[config.mk]
export PLATFORM = sky130hd
export DESIGN_NAME = staged_watchdog
export DESIGN_NICKNAME = d
export VERILOG_FILES = /design/src/rtl/wdog_pkg.sv /design/src/rtl/wdog_regs.sv /design/src/rtl/wdog_tick.sv /design/src/rtl/wdog_seq.sv /design/src/rtl/wdog_pulse.sv /design/src/rtl/staged_watchdog.sv
export SDC_FILE = /design/constraint.sdc
export NUM_CORES = 1
export LEC_CHECK = 0
export BUFFER_PORTS_ARGS = -buffer_cell sky130_fd_sc_hd__buf_4
export CELL_PAD_IN_SITES_DETAIL_PLACEMENT = 1
export CELL_PAD_IN_SITES_GLOBAL_PLACEMENT = 1
export CORE_ASPECT_RATIO = 0.5
export CORE_MARGIN = 3
export CORE_UTILIZATION = 50
export CTS_CLUSTER_SIZE = 20
export DETAILED_ROUTE_END_ITERATION = 8
export HOLD_SLACK_MARGIN = 0.03
export PLACE_DENSITY_LB_ADDON = 0.1
export SKIP_LAST_GASP = 1
export SLEW_MARGIN = 5
export SYNTH_ARGS = -nofsm -noshare
export SYNTH_HDL_FRONTEND = slang
export SYNTH_HIERARCHICAL = 1
export SYNTH_SLANG_ARGS = --single-unit
[constraint.sdc]
create_clock -name clk -period 10.2 [get_ports clk]
set_input_delay 2.04 -clock clk [delete_from_list [all_inputs] [get_ports clk]]
set_output_delay 2.04 -clock clk [all_outputs]
set_load 0.01 [all_outputs]
[src/rtl/wdog_pkg.sv]
package wdog_pkg;

    localparam int unsigned NUM_STG = 4;
    localparam int unsigned STG_W   = 2;
    localparam int unsigned LEN_W   = 3;
    localparam int unsigned ADDR_W  = 4;
    localparam int unsigned DATA_W  = 32;

    typedef logic [ADDR_W-1:0] addr_t;

    localparam addr_t A_CTRL = 4'd0;
    localparam addr_t A_PRE  = 4'd1;
    localparam addr_t A_TMO0 = 4'd2;
    localparam addr_t A_FEED = 4'd6;
    localparam addr_t A_ICLR = 4'd7;
    localparam addr_t A_KEY  = 4'd8;

    typedef enum logic [1:0] {
        ACT_OFF = 2'd0,
        ACT_IRQ = 2'd1,
        ACT_CPU = 2'd2,
        ACT_SYS = 2'd3
    } act_e;

    // Control word: boot[15] en[14] sys_len[13:11] cpu_len[10:8] act[7:0]
    typedef struct packed {
        logic                         boot_en;
        logic                         run_en;
        logic [LEN_W-1:0]             sys_len;
        logic [LEN_W-1:0]             cpu_len;
        logic [NUM_STG-1:0][1:0]      act;
    } ctrl_t;

    typedef struct packed {
        logic irq;
        logic cpu;
        logic sys;
    } fire_t;

    function automatic act_e stage_act(input logic [NUM_STG-1:0][1:0] acts,
                                       input logic [STG_W-1:0] s);
        return act_e'(acts[s]);
    endfunction

    function automatic logic is_reset_act(input act_e a);
        return (a == ACT_CPU) || (a == ACT_SYS);
    endfunction

endpackage

[src/rtl/wdog_regs.sv]
module wdog_regs
    import wdog_pkg::*;
#(
    parameter logic [31:0] KEY   = 32'hA5C3_19E7,
    parameter int unsigned PRE_W = 16,
    parameter int unsigned CNT_W = 32
) (
    input  logic                            clk,
    input  logic                            rst,
    input  logic                            bus_wr,
    input  addr_t                           bus_addr,
    input  logic [DATA_W-1:0]               bus_wdata,
    input  logic                            irq_lvl,
    output logic [DATA_W-1:0]               bus_rdata,
    output ctrl_t                           ctrl_o,
    output logic [PRE_W-1:0]                presc_o,
    output logic [NUM_STG-1:0][CNT_W-1:0]   tmo_o,
    output logic                            feed_o,
    output logic                            iclr_o
);

    logic  locked_q;
    logic  wr_ok;
    ctrl_t ctrl_q;
    logic [PRE_W-1:0] presc_q;
    logic [NUM_STG-1:0][CNT_W-1:0] tmo_q;

    assign wr_ok  = bus_wr && !locked_q;
    assign feed_o = wr_ok && (bus_addr == A_FEED) && bus_wdata[0];
    assign iclr_o = wr_ok && (bus_addr == A_ICLR) && bus_wdata[0];

    always_ff @(posedge clk) begin
        if (rst) begin
            locked_q <= 1'b1;
        end else if (bus_wr && (bus_addr == A_KEY)) begin
            locked_q <= (bus_wdata != KEY);
        end
    end

    always_ff @(posedge clk) begin
        if (rst) begin
            ctrl_q  <= '0;
            presc_q <= '0;
        end else if (wr_ok) begin
            if (bus_addr == A_CTRL) ctrl_q  <= ctrl_t'(bus_wdata[$bits(ctrl_t)-1:0]);
            if (bus_addr == A_PRE)  presc_q <= bus_wdata[PRE_W-1:0];
        end
    end

    for (genvar g = 0; g < NUM_STG; g++) begin : g_tmo
        localparam addr_t MY_ADDR = addr_t'(A_TMO0 + g);
        always_ff @(posedge clk) begin
            if (rst) begin
                tmo_q[g] <= '0;
            end else if (wr_ok && (bus_addr == MY_ADDR)) begin
                tmo_q[g] <= bus_wdata[CNT_W-1:0];
            end
        end
    end

    always_comb begin
        bus_rdata = '0;
        case (bus_addr)
            A_CTRL:  bus_rdata = DATA_W'(ctrl_q);
            A_PRE:   bus_rdata = DATA_W'(presc_q);
            A_ICLR:  bus_rdata = DATA_W'(irq_lvl);
            A_KEY:   bus_rdata = DATA_W'(locked_q);
            default: bus_rdata = '0;
        endcase
        for (int i = 0; i < NUM_STG; i++) begin
            if (bus_addr == addr_t'(A_TMO0 + i)) bus_rdata = DATA_W'(tmo_q[i]);
        end
    end

    assign ctrl_o  = ctrl_q;
    assign presc_o = presc_q;
    assign tmo_o   = tmo_q;


    locked_ctrl_chk: assert property (@(posedge clk) disable iff (rst)
        (locked_q && bus_wr && bus_addr == A_CTRL) |=> $stable(ctrl_q));

endmodule

[src/rtl/wdog_tick.sv]
module wdog_tick #(
    parameter int unsigned PRE_W = 16
) (
    input  logic             clk,
    input  logic             rst,
    input  logic             run,
    input  logic             restart,
    input  logic [PRE_W-1:0] presc,
    output logic             tick_o
);

    logic [PRE_W-1:0] pc_q;
    logic [PRE_W-1:0] lim;

    assign lim    = (presc == '0) ? '0 : presc - 1'b1;
    assign tick_o = run && (pc_q == lim);

    always_ff @(posedge clk) begin
        if (rst || !run || restart) begin
            pc_q <= '0;
        end else if (tick_o) begin
            pc_q <= '0;
        end else begin
            pc_q <= pc_q + 1'b1;
        end
    end

endmodule

[src/rtl/wdog_seq.sv]
module wdog_seq
    import wdog_pkg::*;
#(
    parameter int unsigned CNT_W = 32
) (
    input  logic                           clk,
    input  logic                           rst,
    input  logic                           run,
    input  logic                           feed,
    input  logic                           tick,
    input  logic [NUM_STG-1:0][1:0]        acts,
    input  logic [NUM_STG-1:0][CNT_W-1:0]  tmo,
    input  logic                           irq_clr,
    output logic                           irq_o,
    output fire_t                          fire_o
);

    logic [STG_W-1:0] stg_q;
    logic [CNT_W-1:0] cnt_q;
    logic             done_q;
    logic             irq_q;

    act_e             cur_act;
    logic [CNT_W:0]   cnt_nx;
    logic [CNT_W:0]   limit;
    logic             step;
    logic             expire;

    assign cur_act = stage_act(acts, stg_q);
    assign cnt_nx  = {1'b0, cnt_q} + 1'b1;
    assign limit   = (tmo[stg_q] == '0) ? (CNT_W+1)'(1) : {1'b0, tmo[stg_q]};
    assign step    = run && !feed && tick && !done_q;
    assign expire  = step && (cur_act != ACT_OFF) && (cnt_nx >= limit);

    assign fire_o.irq = expire && (cur_act == ACT_IRQ);
    assign fire_o.cpu = expire && (cur_act == ACT_CPU);
    assign fire_o.sys = expire && (cur_act == ACT_SYS);

    always_ff @(posedge clk) begin
        if (rst) begin
            stg_q  <= '0;
            cnt_q  <= '0;
            done_q <= 1'b0;
        end else if (!run || feed) begin
            stg_q  <= '0;
            cnt_q  <= '0;
            done_q <= 1'b0;
        end else if (step) begin
            if (expire && is_reset_act(cur_act)) begin
                stg_q <= '0;
                cnt_q <= '0;
            end else if (expire || cur_act == ACT_OFF) begin
                cnt_q <= '0;
                if (stg_q == STG_W'(NUM_STG-1)) done_q <= 1'b1;
                else                            stg_q  <= stg_q + 1'b1;
            end else begin
                cnt_q <= cnt_nx[CNT_W-1:0];
            end
        end
    end

    always_ff @(posedge clk) begin
        if (rst)             irq_q <= 1'b0;
        else if (fire_o.irq) irq_q <= 1'b1;
        else if (irq_clr)    irq_q <= 1'b0;
    end

    assign irq_o = irq_q;


    irq_hold_chk: assert property (@(posedge clk) disable iff (rst)
        (irq_q && !irq_clr) |=> irq_q);


    feed_restart_chk: assert property (@(posedge clk) disable iff (rst)
        feed |=> (stg_q == '0 && cnt_q == '0 && !done_q));


    done_idle_chk: assert property (@(posedge clk) disable iff (rst)
        (done_q && run && !feed) |=> (done_q && cnt_q == '0));

endmodule

[src/rtl/wdog_pulse.sv]
module wdog_pulse
    import wdog_pkg::*;
#(
    parameter int unsigned UNIT = 4
) (
    input  logic             clk,
    input  logic             rst,
    input  logic             start,
    input  logic [LEN_W-1:0] len,
    output logic             busy_o
);

    localparam int unsigned MAX_CNT = (1 << LEN_W) * UNIT;
    localparam int unsigned CW      = $clog2(MAX_CNT + 1);

    logic [CW-1:0] cnt_q;
    logic [CW-1:0] load;

    assign load   = CW'((32'(len) + 32'd1) * UNIT);
    assign busy_o = (cnt_q != '0);

    always_ff @(posedge clk) begin
        if (rst)         cnt_q <= '0;
        else if (start)  cnt_q <= load;
        else if (busy_o) cnt_q <= cnt_q - 1'b1;
    end


    pulse_start_chk: assert property (@(posedge clk) disable iff (rst)
        start |=> busy_o);

endmodule

[src/rtl/staged_watchdog.sv]
module staged_watchdog
    import wdog_pkg::*;
#(
    parameter logic [31:0] KEY        = 32'hA5C3_19E7,
    parameter int unsigned PRE_W      = 16,
    parameter int unsigned CNT_W      = 32,
    parameter int unsigned PULSE_UNIT = 4
) (
    input  logic        clk,
    input  logic        rst,
    input  logic        bus_wr,
    input  logic [3:0]  bus_addr,
    input  logic [31:0] bus_wdata,
    output logic [31:0] bus_rdata,
    output logic        irq_o,
    output logic        cpu_rst_o,
    output logic        sys_rst_o
);

    ctrl_t                          ctrl;
    logic [PRE_W-1:0]               presc;
    logic [NUM_STG-1:0][CNT_W-1:0]  tmo;
    logic                           feed;
    logic                           iclr;
    logic                           tick;
    fire_t                          fire;
    logic [1:0]                     pls_start;
    logic [1:0][LEN_W-1:0]          pls_len;
    logic [1:0]                     pls_busy;

    wdog_regs #(.KEY(KEY), .PRE_W(PRE_W), .CNT_W(CNT_W)) regs_i (
        .clk       (clk),
        .rst       (rst),
        .bus_wr    (bus_wr),
        .bus_addr  (bus_addr),
        .bus_wdata (bus_wdata),
        .irq_lvl   (irq_o),
        .bus_rdata (bus_rdata),
        .ctrl_o    (ctrl),
        .presc_o   (presc),
        .tmo_o     (tmo),
        .feed_o    (feed),
        .iclr_o    (iclr)
    );

    wdog_tick #(.PRE_W(PRE_W)) tick_i (
        .clk     (clk),
        .rst     (rst),
        .run     (ctrl.run_en),
        .restart (feed),
        .presc   (presc),
        .tick_o  (tick)
    );

    wdog_seq #(.CNT_W(CNT_W)) seq_i (
        .clk     (clk),
        .rst     (rst),
        .run     (ctrl.run_en),
        .feed    (feed),
        .tick    (tick),
        .acts    (ctrl.act),
        .tmo     (tmo),
        .irq_clr (iclr),
        .irq_o   (irq_o),
        .fire_o  (fire)
    );

    assign pls_start = {fire.sys, fire.cpu};
    assign pls_len   = {ctrl.sys_len, ctrl.cpu_len};

    for (genvar p = 0; p < 2; p++) begin : g_pulse
        wdog_pulse #(.UNIT(PULSE_UNIT)) pulse_i (
            .clk    (clk),
            .rst    (rst),
            .start  (pls_start[p]),
            .len    (pls_len[p]),
            .busy_o (pls_busy[p])
        );
    end

    assign cpu_rst_o = pls_busy[0];
    assign sys_rst_o = pls_busy[1];


    reset_quiet_chk: assert property (@(posedge clk)
        rst |=> (!irq_o && !cpu_rst_o && !sys_rst_o));

endmodule

### After elaboration in Yosys (flattened, before gate mapping)

Cells that the tools add are included.

* output and inout port bits: 35
* memories: 0
* latch bits: 0
* memory bits (writable): 0
* register bits: 225
* ROM bits: 0

* equality and inequality tests: 15
* bitwise logic cells: 1
* reduce and logical (&&, ||, !) cells: 48
* muxes and demuxes: 22
* $lt $le $gt $ge: 2
* shifts and indexed selects: 0
* divide/modulo/power cells: 0
* multiply operators: 0
* $add $sub $neg: 8

Operator list (count)
* two-way mux 32 bit: 8
* binary-select mux 32 bit (select 2 bit): 1
* case mux 16 bit (4 select lines): 1
* adder 32 x 1 -> 33 bit (second input constant): 1
* greater-or-equal comparator 33 bit: 1
* zero test 32 bit: 1
* != test 32 bit (second input constant): 1
* two-way mux 6 bit: 4
* logical AND 1 bit: 20
* adder 16 x 1 -> 16 bit (second input constant): 1
* == test 16 bit: 1
* == test 4 x 3 -> 1 bit (second input constant): 4
* zero test 16 bit: 1
* two-way mux 16 bit: 1
* subtractor 16 x 1 -> 16 bit (second input constant): 1
* nonzero test 6 bit: 2
* subtractor 6 x 1 -> 6 bit (second input constant): 2
* nonzero test 2 bit: 5
* adder 3 x 1 -> 4 bit (second input constant): 2
* == test 4 x 2 -> 1 bit (second input constant): 2
* two-way mux 2 bit: 4
* OR reduction 2 bit: 4
* == test 2 bit (second input constant): 3
* logical OR 1 bit: 5
* other kinds (15): 20

### Depth between registers and ports, before layout

* word-level depth: 13
* gate-level depth with buffers: 18

### Modules after synthesis

Netlist, hierarchy kept.

Modules (own cells, without submodules)
* wdog_regs: times used 1, seq. area each 3223.1 µm², area an instance 6876.6 µm², cells an instance 863
* wdog_seq: times used 1, seq. area each 720.7 µm², area an instance 3866.2 µm², cells an instance 435
* wdog_tick: times used 1, seq. area each 320.3 µm², area an instance 1505.2 µm², cells an instance 204
* wdog_pulse: times used 2, seq. area each 120.1 µm², area an instance 377.9 µm², cells an instance 41

### Worst setup path before layout

Ideal clock, no wire load.

* kind: input to output
* start point: input port bus_addr[1]
* end point: output port bus_rdata[26]
* arrival: 3.426 ns
* stages on the path: 7
* path slack: 4.734 ns
* path buffers: 4
* cell sequence: buf_4 buf_2 nor4b_1 buf_4 buf_4 nand2_1 a31oi_1

* word-level cells in the longest chain between the ends: 5
* elaborated cells on any way between the ends: 8
* classes of those cells: 4 x eq/ne; 4 x mux

Ends and longest elaborated chain
* start: declaration: RTL line staged_watchdog.sv:12 `input logic [3:0] bus_addr,`
* == test 4 x 2 -> 1 bit: RTL line wdog_regs.sv:71 `if (bus_addr == addr_t'(A_TMO0 + i)) bus_rdata = DATA_W'(tmo_q[i]);`
* two-way mux 32 bit (3 in a row): RTL line wdog_regs.sv:71
* two-way mux 32 bit (*): RTL line wdog_regs.sv:71
* end: declaration: RTL line staged_watchdog.sv:14 `output logic [31:0] bus_rdata,`

Every way passes the cells marked *; elsewhere a longest branch is shown, timed or not.

### Worst setup path after layout

* start point: input port bus_addr[1]
* end point: output port bus_rdata[25]

The elaborated chain is that of the path after synthesis.

==> results.yml <==
outcome:
  status: "finished clean"
clock_tree:
  cts.sinks: 225
  clkTransAtPathRegs_ns: 0.07
  cts_buffer_depth: 3
  cts_made_buffers: 22
  cts_setup_buffers: 0
  cts_tree: "yes"
  ctsHtreeMaxLevel: 1
  postCtsHoldBufs: 0
  cts_root_buf: "clkbuf_16"
  cts_resized: 0
  clk_latency_ns: 0.53
sta:
  min_period_ns: 6.11
  slew-limit-headroom_pct: 14.9
  setup_violations: 0
  worstMarginPinSlew_ns: 1.27
  finalMaxSlewViolations: 0
  rsz0062_at_grt: "no"
  fmax_ghz: 0.164
  min_period_over_period_pct: 59.9
  finClkSkew_ns: 0.0110
  setup_tns_ns: 0
  final_hold_viol_count: 0
floorplanning:
  die_w_um: 234
  dieArea_um2: 28100
  die_h_um: 120
  io_pins: 74
  core_area_um2: 25400
  initial_core_util_pct: 51.2
  num_rows: 41
global_route:
  grt.overflow.total: 0
  grt_use_total_pct: 33.2
  grt_max_degree: 90
  antenna_found_initial: 0
  grt_pass1_wl_um: 72500
  grt_pass1_vias: 12400
job:
  drv_cap: 0
worst_setup_path:
  reg2reg_from: "regs_i/presc_o[0]"
  required_ns: 8.16
  r2r_slack_ns: 4.56
  cp_max_fo: 30
  r2r_end: "seq_i/cnt_q[18]"
  end_kind: "primary output"
  r2r_cells: 16
  start_kind: "primary input"
  arrival_ns: 4.07
  crit_type: "primary input to primary output"
synthesis:
  synth_enable_flop_cells: 0
  synth_mux_area_share_pct: 10.2
  synth-adder-area-share_pct: 4.04
  synthArstFlopShare_pct: 0
  syn_avg_cell_area_um2: 8.21
  yosysUniqueCellTypes: 91
  ys_seq_elements: 225
  synthXorXnorAreaFrac_pct: 4.38
  synth.area.top_cells: "dfxtp_1, nand2_1, mux4_2"
  seq_area_frac_synth_pct: 34.6
  synthTopCellsByCount: "nand2_1, dfxtp_1, a21oi_1"
  ys_warn_count: 6
  synth.largest_area_cell: "dfxtp_1"
  synth_ff_type: "dfxtp_1"
  synth_simple_gate_area_share_pct: 24.3
  synth.top_cell.area_share_pct: 34.6
  synth-compound-area-share_pct: 16.9
  synth_cells: 1584
  synth_top_family_by_area: "simple AND/OR/NAND/NOR gates"
  yosysMostFrequentCell: "nand2_1"
  synth_nets: 1665
  syn_area_um2: 13000
pwr:
  power_mw: 2.00
  power.density_nw_per_um2: 140
  p_leak_nw: 5.00
  vdd_drop_max_uv: 127
detailed_routing:
  drt_iter0_markers: 1262
  wl_per_cell_um: 24.2
  dr.pass1.iters: 5
  detail_route.vias_per_cell: 6.44
  drc: 0
  wirelength_um: 47300
  via_count: 12600
  postRouteAntennaNets: 0
min_path:
  hp-class: "flop to flop"
  worstHoldStart: "seq_i/done_q"
  whs_path_depth: 2
  hold_path_end: "seq_i/done_q"
placed_design:
  dp_hpwl_um: 33200
  numPortBuffers: 73
  gp_congestion: 0.921
  placed_area_um2: 13600
finish:
  design_area_um2: 14300
  fin_util_pct: 56.4
  final_nets: 1674
  syn_to_final_growth_pct: 10.2
  drive_above_1_share_pct: 13.3
  diodes: 0
[per-layer routing]
metal  GRT usage (%)  vias up  part of all wire (%)
met5               0        -                     0
met4            8.70        0                   2.6
met3            6.31       98                   7.8
met2            51.5      527                    44
met1            47.4     6351                    45
li1                -     5601                     -
[critical path: stages]
cell,delay [ns]
buf_4,0.36
nor4b_4,1.01
a22oi_1,0.24
a31oi_1,0.24
buf_4,0.15
[layout make-up]
cell class                 instances  area [um^2]
clock buffer                      33          623
clock inverter                     6         80.1
fill                            3079        11100
inverter                          62          233
multi-input combinational       1196         7810
sequential                       225         4510
tap                              344          430
timing repair buffer              86          646
[kinds of logic (layout without fill, tap and decap cells)]
| kind of cell | count (synthesis) | in the layout |
|---|---|---|
| AOI/OAI and AO/OA | 357 | 357 |
| xor gates and xnor gates | 65 | 65 |
| adders and majority gates | 42 | 42 |
| buffers and inverters | 163 | 187 |
| DFF | 225 | 225 |
| muxes | 71 | 71 |
| and+or+nand+nor | 661 | 661 |
[power by group]
group	internal, mW	total, mW	leakage, nW	switching, mW
clock	0.473	0.844	0.345	0.371
sequential	0.897	0.918	1.81	0.0214
combinational	0.104	0.241	2.84	0.137
total	1.47	2.00	5.00	0.529
[through the flow]
step,cells,hold slack (ns),setup slack [ns]
4_1_cts,1952,0.469,4.05
3_3_place_gp,1913,0.430,4.22
5_1_grt,1952,0.497,3.88
6_report,1952,0.472,4.09
3_5_place_dp,1913,0.446,4.07
2_1_floorplan,1584,0.420,4.73
[how the worst max path moves through the flow]
| stage | startpoint | to | slack (ns) | depth (start not counted) |
|---|---|---|---|---|
| 2_1_floorplan | bus_addr[1] | bus_rdata[26] | 4.73 | 7 |
| 3_3_place_gp | bus_addr[1] | bus_rdata[17] | 4.22 | 5 |
| 3_5_place_dp | bus_addr[1] | bus_rdata[21] | 4.07 | 5 |
| 4_1_cts | bus_addr[1] | bus_rdata[25] | 4.05 | 5 |
| 5_1_grt | bus_addr[1] | bus_rdata[21] | 3.88 | 5 |
| 6_report | bus_addr[1] | bus_rdata[25] | 4.09 | 5 |
[sequential cells by signal (all words and copies together) (netlist names)]
signal and count:
tick_i/pc_q 16, regs_i/ctrl_o 16, regs_i/presc_o 16, seq_i/stg_q 2
seq_i/done_q 1, seq_i/irq_o 1, seq_i/cnt_q 32, g_pulse.pulse_i/cnt_q 12
regs_i/tmo_o 128, regs_i/locked_q 1
[placed cells by master, fill, tap and decap left out, drive strengths merged, types with 4 or more instances in the layout]
cell type | Yosys | routed
or4 | 8 | 8
o22ai | 6 | 6
nand2b | 30 | 30
nor4b | 5 | 5
ha | 42 | 42
nor3b | 10 | 10
nor2 | 106 | 106
o32ai | 4 | 4
a21oi | 207 | 207
nand3 | 38 | 38
mux2i | 21 | 21
clkinv | 0 | 4
or3 | 4 | 4
a31oi | 21 | 21
xnor2 | 41 | 41
xor2 | 24 | 24
o21ai | 24 | 24
inv | 62 | 62
nand2 | 351 | 351
o221ai | 14 | 14
mux4 | 49 | 49
a211oi | 8 | 8
clkbuf | 63 | 33
nor3 | 18 | 18
o31ai | 5 | 5
buf | 38 | 86
or2 | 7 | 7
a22oi | 38 | 38
nor4 | 20 | 20
nor2b | 8 | 8
dfxtp | 225 | 225
and3 | 10 | 10
nand4 | 20 | 20
No activity file was read; power rests on OpenSTA's default activity.
